## config.mk

```make
export PLATFORM = sky130hd
export DESIGN_NAME = wdt_ext_pulse
export DESIGN_NICKNAME = d
export VERILOG_FILES = /design/src/rtl/wdt_ext_pulse.sv
export SDC_FILE = /design/constraint.sdc
export NUM_CORES = 1
export LEC_CHECK = 0
export BUFFER_PORTS_ARGS = -buffer_cell sky130_fd_sc_hd__clkbuf_2
export CELL_PAD_IN_SITES_DETAIL_PLACEMENT = 0
export CELL_PAD_IN_SITES_GLOBAL_PLACEMENT = 2
export CORE_MARGIN = 2
export CORE_UTILIZATION = 35
export CTS_CLUSTER_SIZE = 10
export DETAILED_ROUTE_END_ITERATION = 7
export GPL_TIMING_DRIVEN = 0
export PLACE_DENSITY_LB_ADDON = 0.3
export SLEW_MARGIN = 5
export SYNTH_ARGS = -nofsm -noshare
export SYNTH_HDL_FRONTEND = slang
export SYNTH_SLANG_ARGS = --single-unit
export TNS_END_PERCENT = 50
```

## constraint.sdc

```tcl
create_clock -name clk -period 4.2 [get_ports clk]
set_clock_uncertainty 0.05 [all_clocks]
set_input_delay 0.42 -clock clk [delete_from_list [all_inputs] [get_ports clk]]
set_output_delay 0.42 -clock clk [all_outputs]
set_load 0.01 [all_outputs]
```

## src/rtl/wdt_ext_pulse.sv

```systemverilog
module wdt_ext_pulse #(
  parameter int DUR_W    = 20,
  parameter int TICK_DIV = 100,
  parameter logic [DUR_W-1:0] DUR_RST = DUR_W'(8'hFF)
) (
  input  logic        clk,
  input  logic        rst_n,
  input  logic        wr_en,
  input  logic [31:0] wr_data,
  output logic [31:0] rd_data,
  input  logic        trig,
  output logic        pin_o,
  output logic        pin_oe
);
  localparam int PW = (TICK_DIV > 1) ? $clog2(TICK_DIV) : 1;
  localparam logic [7:0] KEY_HIGH = 8'hA5;
  localparam logic [7:0] KEY_LOW  = 8'h5A;
  localparam logic [7:0] KEY_PP   = 8'hA8;
  localparam logic [7:0] KEY_OD   = 8'h8A;

  logic             act_high, push_pull, active;
  logic [DUR_W-1:0] dur, remain;
  logic [PW-1:0]    pre;
  logic             tick_end;
  logic [7:0]       key;

  assign key      = wr_data[31:24];
  assign tick_end = (pre == PW'(TICK_DIV - 1));

  always_ff @(posedge clk or negedge rst_n) begin
    if (!rst_n) begin
      act_high  <= 1'b0;
      push_pull <= 1'b0;
      dur       <= DUR_RST;
    end else if (wr_en) begin
      dur <= wr_data[DUR_W-1:0];
      case (key)
        KEY_HIGH: act_high  <= 1'b1;
        KEY_LOW:  act_high  <= 1'b0;
        KEY_PP:   push_pull <= 1'b1;
        KEY_OD:   push_pull <= 1'b0;
        default: ;
      endcase
    end
  end

  always_ff @(posedge clk or negedge rst_n) begin
    if (!rst_n) begin
      active <= 1'b0;
      remain <= '0;
      pre    <= '0;
    end else if (!active) begin
      if (trig) begin
        active <= 1'b1;
        remain <= dur;
        pre    <= '0;
      end
    end else if (tick_end) begin
      pre <= '0;
      if (remain == '0) active <= 1'b0;
      else              remain <= remain - 1'b1;
    end else begin
      pre <= pre + 1'b1;
    end
  end

  assign rd_data = {act_high, push_pull, 30'(dur)};
  assign pin_o   = act_high ? active : ~active;
  assign pin_oe  = push_pull | active;

  p_key_high_r2: assert property (@(posedge clk) disable iff (!rst_n)
    (wr_en && key == KEY_HIGH) |=> rd_data[31]);
  p_key_pp_r3: assert property (@(posedge clk) disable iff (!rst_n)
    (wr_en && key == KEY_PP) |=> rd_data[30]);
  p_nokey_hold_r4: assert property (@(posedge clk) disable iff (!rst_n)
    (wr_en && key != KEY_HIGH && key != KEY_LOW && key != KEY_PP && key != KEY_OD)
      |=> $stable(rd_data[31:30]));
  p_dur_load_r5: assert property (@(posedge clk) disable iff (!rst_n)
    wr_en |=> dur == $past(wr_data[DUR_W-1:0]));
  p_start_r6: assert property (@(posedge clk) disable iff (!rst_n)
    (!active && trig) |=> (active && remain == $past(dur) && pre == '0));
  p_end_r6: assert property (@(posedge clk) disable iff (!rst_n)
    (active && tick_end && remain == '0) |=> !active);
  p_od_release_r8: assert property (@(posedge clk) disable iff (!rst_n)
    (!rd_data[30] && !active) |-> !pin_oe);
  p_no_restart_r9: assert property (@(posedge clk) disable iff (!rst_n)
    (active && trig && !tick_end) |=> (active && $stable(remain)));
endmodule

```

==> reports/results.tsv, run 1 <==
metric	value	unit
status	completed	
drive_above_1_share	33.3	%
period_needed	2400	ps
synthToLayoutAreaGrowth	18.9	%
htree_levels	2	
fin_nets	383	
synth_top_area_cell	dfrtp_1	
yosysTopAreaCellShare	38.3	%
fmax	416	MHz
clock_latency	300	ps
setup_viol	0	
ir_worst_vdd	156	uV
chipHeight	92.6	um
synth_edf_count	0	
synth.area.top_cells	dfrtp_1, mux2_2, dfstp_2	
critPathSlowestCell	or4_4	
initial_core_util	35.9	%
arrival	2550	ps
rsz0062_at_grt	no	
diodes	0	
drv_cap	0	
clock_sinks	50	
ys.flop_type	dfrtp_1	
slew_headroom	47.9	%
ios	70	
synthMostInstantiatedCell	dfrtp_1	
postCtsHoldBufs	0	
antenna_found_initial	0	
grt_usage	17.1	%
dp.final_hpwl	4.93	mm
post-route-util	42.7	%
cp_slowest_stage_delay	470	ps
nFillCells	776	
path_cells	inv_1 > ha_1 > nor4b_4 > nand4_2 > or4_4 > o22a_1 > o22a_1	
worstSetupPathType	reg2reg	
async_reset_ff_share	100	%
cp-start-kind	flip-flop	
num_rows	32	
hold_viol	0	
numPortBuffers	55	
worst_path_most_repeated_cell	o22a_1	
grt_pass1_vias	2300	
fp.coreArea	0.00765	mm^2
ys_seq_elements	50	
syn_area	0.00275	mm^2
fin_crit_sh	57.2	%
cts_tree	yes	
path_delay_family	simple AND/OR/NAND/NOR gates	
die_x	92.6	um
tightest_slew	775	ps
routabilityCongestion	0.775	
critPathCaptureType	flip-flop	
setup_tns	0	ps
grt_pass1_wl	11.6	mm
dr.pass1.iters	4	
p_leak	1.41	nW
cts_resized	0	
yosysSeqAreaShare	45.9	%
syn_inst	273	
drt-total-wl	6.84	mm
synth_common_cells	dfrtp_1, nor2_1, nand2_1	
avgRoutedWirePerCell	15.3	um
cts_setup_buffers	0	
drc_errors	0	
root_buffer	clkbuf_8	
hold_path.class	in2async	
crit_buf_inv	1	
synth_cell_types	59	
p_per_area	368	mW/mm^2
vias	2289	
grt-ovfl-total	0	
slew_violations	0	
cp_max_fo	5	
cts.path.max_buffers	2	
antenna_left	0	
viasPerCell	5.12	
required	4350	ps
grt_max_degree	51	
cts.clk_slew.worst_paths	90	ps
yosysWarnings	0	
avgSynthCellArea	10.1	um^2
numCtsBuffers	5	
die_area	0.00857	mm^2
drt_iter0_markers	137	
logic make-up (layout without fill, tap and decap cells):
logic type	Yosys count	in the layout	synth area share (%)
DFF	50	50	45.9
adders and majority gates	3	3	1.37
other	1	10	0.137
AOI/OAI and AO/OA	80	80	19.1
xor gates and xnor gates	3	3	0.957
and+or+nand+nor	85	85	17.2
buffers and inverters	31	94	7.02
muxes	20	20	8.20
layout make-up:
cell class,count,area (um^2),area share [%]
flip-flops and latches,50,1260,38.6
inverters,7,26.3,0.805
repair buffers,55,278,8.51
well taps,102,128,3.91
plain buffers,24,166,5.10
clock buffers,8,80.1,2.45
multi-input cells,201,1330,40.6
final timing paths:
path	cells past startpoint	endpoint	slack, ps	from
worst max-delay path	7	remain[16]	1800	remain[0]
worst max register to register	7	remain[16]	1800	remain[0]
max in group asynchronous	1	pre[4]	3490	rst_n
min in group clk	2	push_pull	290	wr_data[25]
worst min register to register	2	pre[1]	480	pre[1]
worst min-delay path	1	dur[17]	120	rst_n
where the power goes:
part	total (mW)	switching [mW]	internal [mW]
clock network	0.278	0.159	0.119
registers	0.660	0.0940	0.566
logic	0.263	0.134	0.128
total	1.20	0.387	0.813
per-layer routing:
metal | vias to the layer above | GRT usage [%] | wire, um
li1 | 1127 | - | -
met1 | 1114 | 23.6 | 3330
met2 | 43 | 28.2 | 3230
met3 | 5 | 3.34 | 227
met4 | 0 | 3.36 | 58
met5 | - | 0 | 0
flip-flops by register name, summed over array words and instances, names as in the netlist:
name,count
pre,7
dur,20
active,1
act_high,1
push_pull,1
remain,20
through the flow:
stage / cells / power (mW) / instance area (um^2) / setup WS (ps) / hold slack (ps)
final: 447 / 1.20 / 3260 / 1800 / 119
after global placement: 439 / 0.928 / 3180 / 1820 / 449
after global routing: 447 / 1.29 / 3260 / 1670 / 191
after floorplan: 282 / 0.831 / 2780 / 2110 / 74.4
after detailed placement: 439 / 0.936 / 3180 / 1830 / 463
after CTS: 447 / 1.22 / 3260 / 1820 / 170
cells in the final DEF, fill, tap and decap left out, types with 7 or more instances in the layout:
| master | instances |
|---|---|
| a21oi_1 | 17 |
| buf_4 | 14 |
| clkbuf_1 | 7 |
| clkbuf_2 | 54 |
| conb_1 | 10 |
| dfrtp_1 | 42 |
| dfstp_2 | 8 |
| mux2_2 | 20 |
| nand2_1 | 22 |
| nor2_1 | 23 |
| o21ai_0 | 15 |
| o21ai_1 | 9 |
| o22a_1 | 10 |
No activity file was read; power rests on OpenSTA's default activity.
==> inputs of run 2 (changes only) <==
--- a/config.mk
+++ b/config.mk
@@ -9,7 +9,7 @@
 export CELL_PAD_IN_SITES_DETAIL_PLACEMENT = 0
 export CELL_PAD_IN_SITES_GLOBAL_PLACEMENT = 2
 export CORE_MARGIN = 2
-export CORE_UTILIZATION = 35
+export CORE_UTILIZATION = 32
 export CTS_CLUSTER_SIZE = 10
 export DETAILED_ROUTE_END_ITERATION = 7
 export GPL_TIMING_DRIVEN = 0
==> constraint.sdc (replaced) <==
create_clock -name clk -period 2.4 [get_ports clk]
set_clock_uncertainty 0.05 [all_clocks]
set_input_delay 0.24 -clock clk [delete_from_list [all_inputs] [get_ports clk]]
set_output_delay 0.24 -clock clk [all_outputs]
set_load 0.01 [all_outputs]
==> run 2 against run 1 <==
Final cell count rose by 1.3%. Largest power group unchanged. Register-to-register slack got worse by 1700 ps. Highest routed layer unchanged. Critical path type unchanged. Critical endpoint unchanged. Clock power up 73%. Non-clock buffer count grew 3.
==> reports/results.tsv, run 2 (synthesis results as in run 1) <==
metric	value	unit
ir_worst_vdd	206	uV
numCtsBuffers	5	
period_needed	2280	ps
fp.coreArea	0.00826	mm^2
fin_nets	386	
avgRoutedWirePerCell	15.5	um
required	2540	ps
vias	2375	
tightest_slew	735	ps
viasPerCell	5.24	
grt_max_degree	51	
route.met2.wl	3.46	mm
cts_tree	yes	
slew_headroom	50.6	%
drv_cap	0	
drive_above_1_share	34.5	%
htree_levels	2	
chipHeight	96.6	um
p_per_area	641	mW/mm^2
r2r_slack	120	ps
cp_max_fo	5	
dp_slack	33.8	ps
numPortBuffers	55	
clock_sinks	50	
grt_usage	14.7	%
drt-total-wl	7.01	mm
wl_met3	291	um
grt_pass1_wl	11.3	mm
root_buffer	clkbuf_8	
hold_path.class	in2reg	
cts.clk_slew.worst_paths	100	ps
die_area	0.00934	mm^2
fmax	438	MHz
setup_viol	0	
clock_latency	310	ps
routabilityCongestion	0.785	
drt-met1-wl	3.22	mm
fin_crit_sh	95.1	%
fin_ws	118	ps
cp-start-kind	flip-flop	
cts.path.max_buffers	2	
critPathCaptureType	flip-flop	
antenna_left	0	
num_rows	33	
drt_iter0_markers	104	
grt_pass1_vias	2263	
layout_commonest_cell	clkbuf_2	
largest_registers	dur: 20 flops, remain: 20 flops, pre: 7 flops	
ios	70	
dp.final_hpwl	5.10	mm
setup_tns	0	ps
slew_violations	0	
mostFrequentLayoutCells	clkbuf_2, dfrtp_1, nor2_1	
rsz0062_at_grt	no	
drc_errors	0	
hold_viol	0	
arrival	2430	ps
p_leak	1.43	nW
dr.pass1.iters	4	
die_x	96.6	um
grt-ovfl-total	0	
antenna_found_initial	0	
worstSetupPathType	reg2reg	
synthToLayoutAreaGrowth	20.5	%
diodes	0	
status	completed	
routed.top_layer	met4	
initial_core_util	33.2	%
## run 2: layout make-up
class / count / area (um^2)
Timing Repair Buffer: 58 / 303
Fill cell: 840 / 4950
Sequential cell: 50 / 1260
Buffer: 24 / 166
Inverter: 7 / 26.3
Multi-Input combinational cell: 201 / 1340
Clock inverter: 2 / 10.0
Clock buffer: 6 / 72.6
Tap cell: 105 / 131
## run 2: where the power goes
part	internal [mW]	leakage (nW)	switching [mW]
sequential	0.991	0.577	0.165
combinational	0.236	0.812	0.248
clock	0.203	0.0450	0.279
## run 2: per-layer routing
layer | vias to the layer above | global-route usage [%]
met5 | - | 0
met4 | 0 | 2.93
met2 | 45 | 25.2
met1 | 1194 | 19.5
li1 | 1132 | -
met3 | 4 | 2.96
## run 2: metrics by stage
stage / total power, mW / hold WS, ps / area, um^2 / utilization (%) / std cells
after floorplan: 1.45 / -106 / 2780 / - / 282
after global placement: 1.63 / 423 / 3190 / 38.6 / 442
after detailed placement: 1.64 / 311 / 3190 / 38.6 / 442
after CTS: 2.13 / 100 / 3280 / 39.7 / 451
after global routing: 2.27 / 96.6 / 3310 / 40.1 / 453
final: 2.12 / 104 / 3310 / 40.1 / 453
## run 2: worst max-delay path, stage by stage (launching register included)
cell	delay [ps]
dfrtp_1	420
inv_1	150
ha_4	180
nor4b_4	180
buf_4	180
nand4_2	180
or4_4	470
o22a_1	190
o22a_1	170
## run 2: repair_timing
action                     CTS  global route
hold endpoints to repair    42             0
setup buffers                0             2
setup endpoints to repair    0             1
hold buffers                 1             0
gates resized for setup      0             2
## run 2: path summary, 6_finish.rpt
path                                    to  depth (start not counted)   startpoint
worst max-delay path            remain[16]                          8    remain[0]
min in group asynchronous          dur[17]                          2        rst_n
worst max register to register  remain[16]                          8    remain[0]
worst min-delay path               dur[13]                          2  wr_data[13]
worst min register to register      pre[1]                          2       pre[1]
max in group asynchronous         act_high                          2        rst_n
==> inputs of run 3 (changes only) <==
--- a/config.mk
+++ b/config.mk
@@ -13,7 +13,7 @@
 export CTS_CLUSTER_SIZE = 10
 export DETAILED_ROUTE_END_ITERATION = 7
 export GPL_TIMING_DRIVEN = 0
-export PLACE_DENSITY_LB_ADDON = 0.3
+export PLACE_DENSITY = 0.79
 export SLEW_MARGIN = 5
 export SYNTH_ARGS = -nofsm -noshare
 export SYNTH_HDL_FRONTEND = slang
==> run 3 against run 2 <==
Clock-buffer cell count rose by 1. Global-route usage is 0.56 points higher. Clock power increased by 26%. Final cell count shrank 0.22%. Via count shrank 0.25%. Flip-flop and latch count stayed put. Die area did not move. Design area grew 0.19%. Worst setup slack gained 18 ps. Critical path depth fell by 1. Routed wire length up 0.74%. Sequential power barely moved. Critical path type unchanged.
==> reports/results.tsv, run 3 (synthesis results as in run 1) <==
metric	value	unit
reg2reg_to	remain[16]	
viasPerCell	5.24	
finalPower	2.23	mW
p_per_area	671	mW/mm^2
cts.clk_slew.worst_paths	100	ps
critPathCaptureType	flip-flop	
cp_slowest_stage_delay	470	ps
routabilityCongestion	0.807	
period_needed	2260	ps
grt_pass1_vias	2321	
slew_violations	0	
grt_max_degree	51	
antenna_found_initial	0	
die_area	0.00934	mm^2
die_x	96.6	um
p_clk_share	27.2	%
holdPathEnd	push_pull	
path_delay_family	simple AND/OR/NAND/NOR gates	
holdWs	102	ps
crit_cells	7	
fin_ws	136	ps
hold_start	wr_data[25]	
grt-ovfl-total	0	
cts_tree	yes	
p_leak	1.44	nW
combPwrFrac	20.9	%
drv_cap	0	
worst_path_most_repeated_cell	o22a_1	
worstSetupPathType	reg2reg	
drive_above_1_share	34.0	%
antenna_left	0	
dp.final_hpwl	5.09	mm
ir_worst_vdd	245	uV
cts.path.max_buffers	2	
hold_path.class	in2reg	
avgRoutedWirePerCell	15.6	um
fmax	442	MHz
fin_nets	385	
drc_errors	0	
placed_cells	442	
hold_viol	0	
finalNonFillerCells	452	
cp_max_fo	5	
grt_pass1_wl	11.8	mm
synthToLayoutAreaGrowth	20.7	%
tightest_slew	771	ps
numCtsBuffers	5	
final_cell_area	0.00331	mm^2
initial_core_util	33.2	%
setup_tns	0	ps
crit_buf_inv	1	
ios	70	
slew_headroom	48.2	%
drt-total-wl	7.06	mm
reg2reg_from	remain[0]	
cp-start-kind	flip-flop	
mostFrequentLayoutCells	clkbuf_2, dfrtp_1, nor2_1	
dr.pass1.iters	4	
drt_iter0_markers	108	
htree_levels	2	
hold_depth	2	
vias	2369	
fp.coreArea	0.00826	mm^2
rsz0062_at_grt	no	
switchingPower	0.693	mW
swShare	31.1	%
largest_registers	dur: 20 flops, remain: 20 flops, pre: 7 flops	
setup_viol	0	
status	completed	
clock_latency	310	ps
critPathSlowestCell	or4_4	
intPower	1.53	mW
num_rows	33	
arrival	2420	ps
numPortBuffers	55	
dp_slack	31.2	ps
chipHeight	96.6	um
root_buffer	clkbuf_8	
grt_usage	15.3	%
path_cells	inv_1 > ha_2 > nor4b_4 > nand4_2 > or4_4 > o22a_1 > o22a_1	
r2r_slack	140	ps
seq_power_share	51.9	%
clock_sinks	50	
place_area	0.00319	mm^2
diodes	0	
fin_crit_sh	94.3	%
layout_commonest_cell	clkbuf_2	
required	2560	ps
reg2regPathDepth	7	
post-route-util	40.1	%
==> run 3: layer usage <==
metal	track usage (%)	routed length [um]	vias up
li1	-	-	1128
met1	20.9	3230	1170
met2	25.2	3440	65
met3	3.03	318	6
met4	3.58	78	0
met5	0	0	-
==> run 3: worst reg2reg max path: stages (launching register included) <==
cell,delay [ps]
dfrtp_1,420
inv_1,110
ha_2,230
nor4b_4,300
nand4_2,230
or4_4,470
o22a_1,190
o22a_1,170
==> run 3: how the worst max path moves through the flow <==
stage	startpoint	endpoint	slack, ps
floorplan	remain[0]	remain[16]	310
global placement	remain[0]	remain[16]	20
detailed placement	remain[0]	remain[16]	30
CTS	remain[0]	remain[16]	6
global route	remain[0]	remain[16]	1
finish	remain[0]	remain[16]	140
==> run 3: power by group through the flow <==
stage          registers (mW)  clock network, mW  logic (mW)
2_1_floorplan            1.14                  0       0.310
3_3_place_gp             1.17                  0       0.454
3_5_place_dp             1.17                  0       0.465
4_1_cts                  1.16              0.628       0.468
5_1_grt                  1.19              0.655       0.531
6_report                 1.16              0.605       0.465
==> run 3: final cells by class <==
cell class                 count  area (um^2)
fill                         880         4940
multi-input combinational    201         1330
sequential                    50         1260
timing repair buffer          57          295
buffer                        24          166
tap                          105          131
clock buffer                   7         76.3
clock inverter                 1         30.0
inverter                       7         26.3
==> run 3: timing repair <==
| action | 4_1_cts | 5_1_grt |
|---|---|---|
| setup endpoints to repair | 0 | 1 |
| hold buffers | 1 | 0 |
| resized for setup | 0 | 1 |
| buffers inserted | 0 | 1 |
| endpoints found under the hold margin | 42 | 0 |
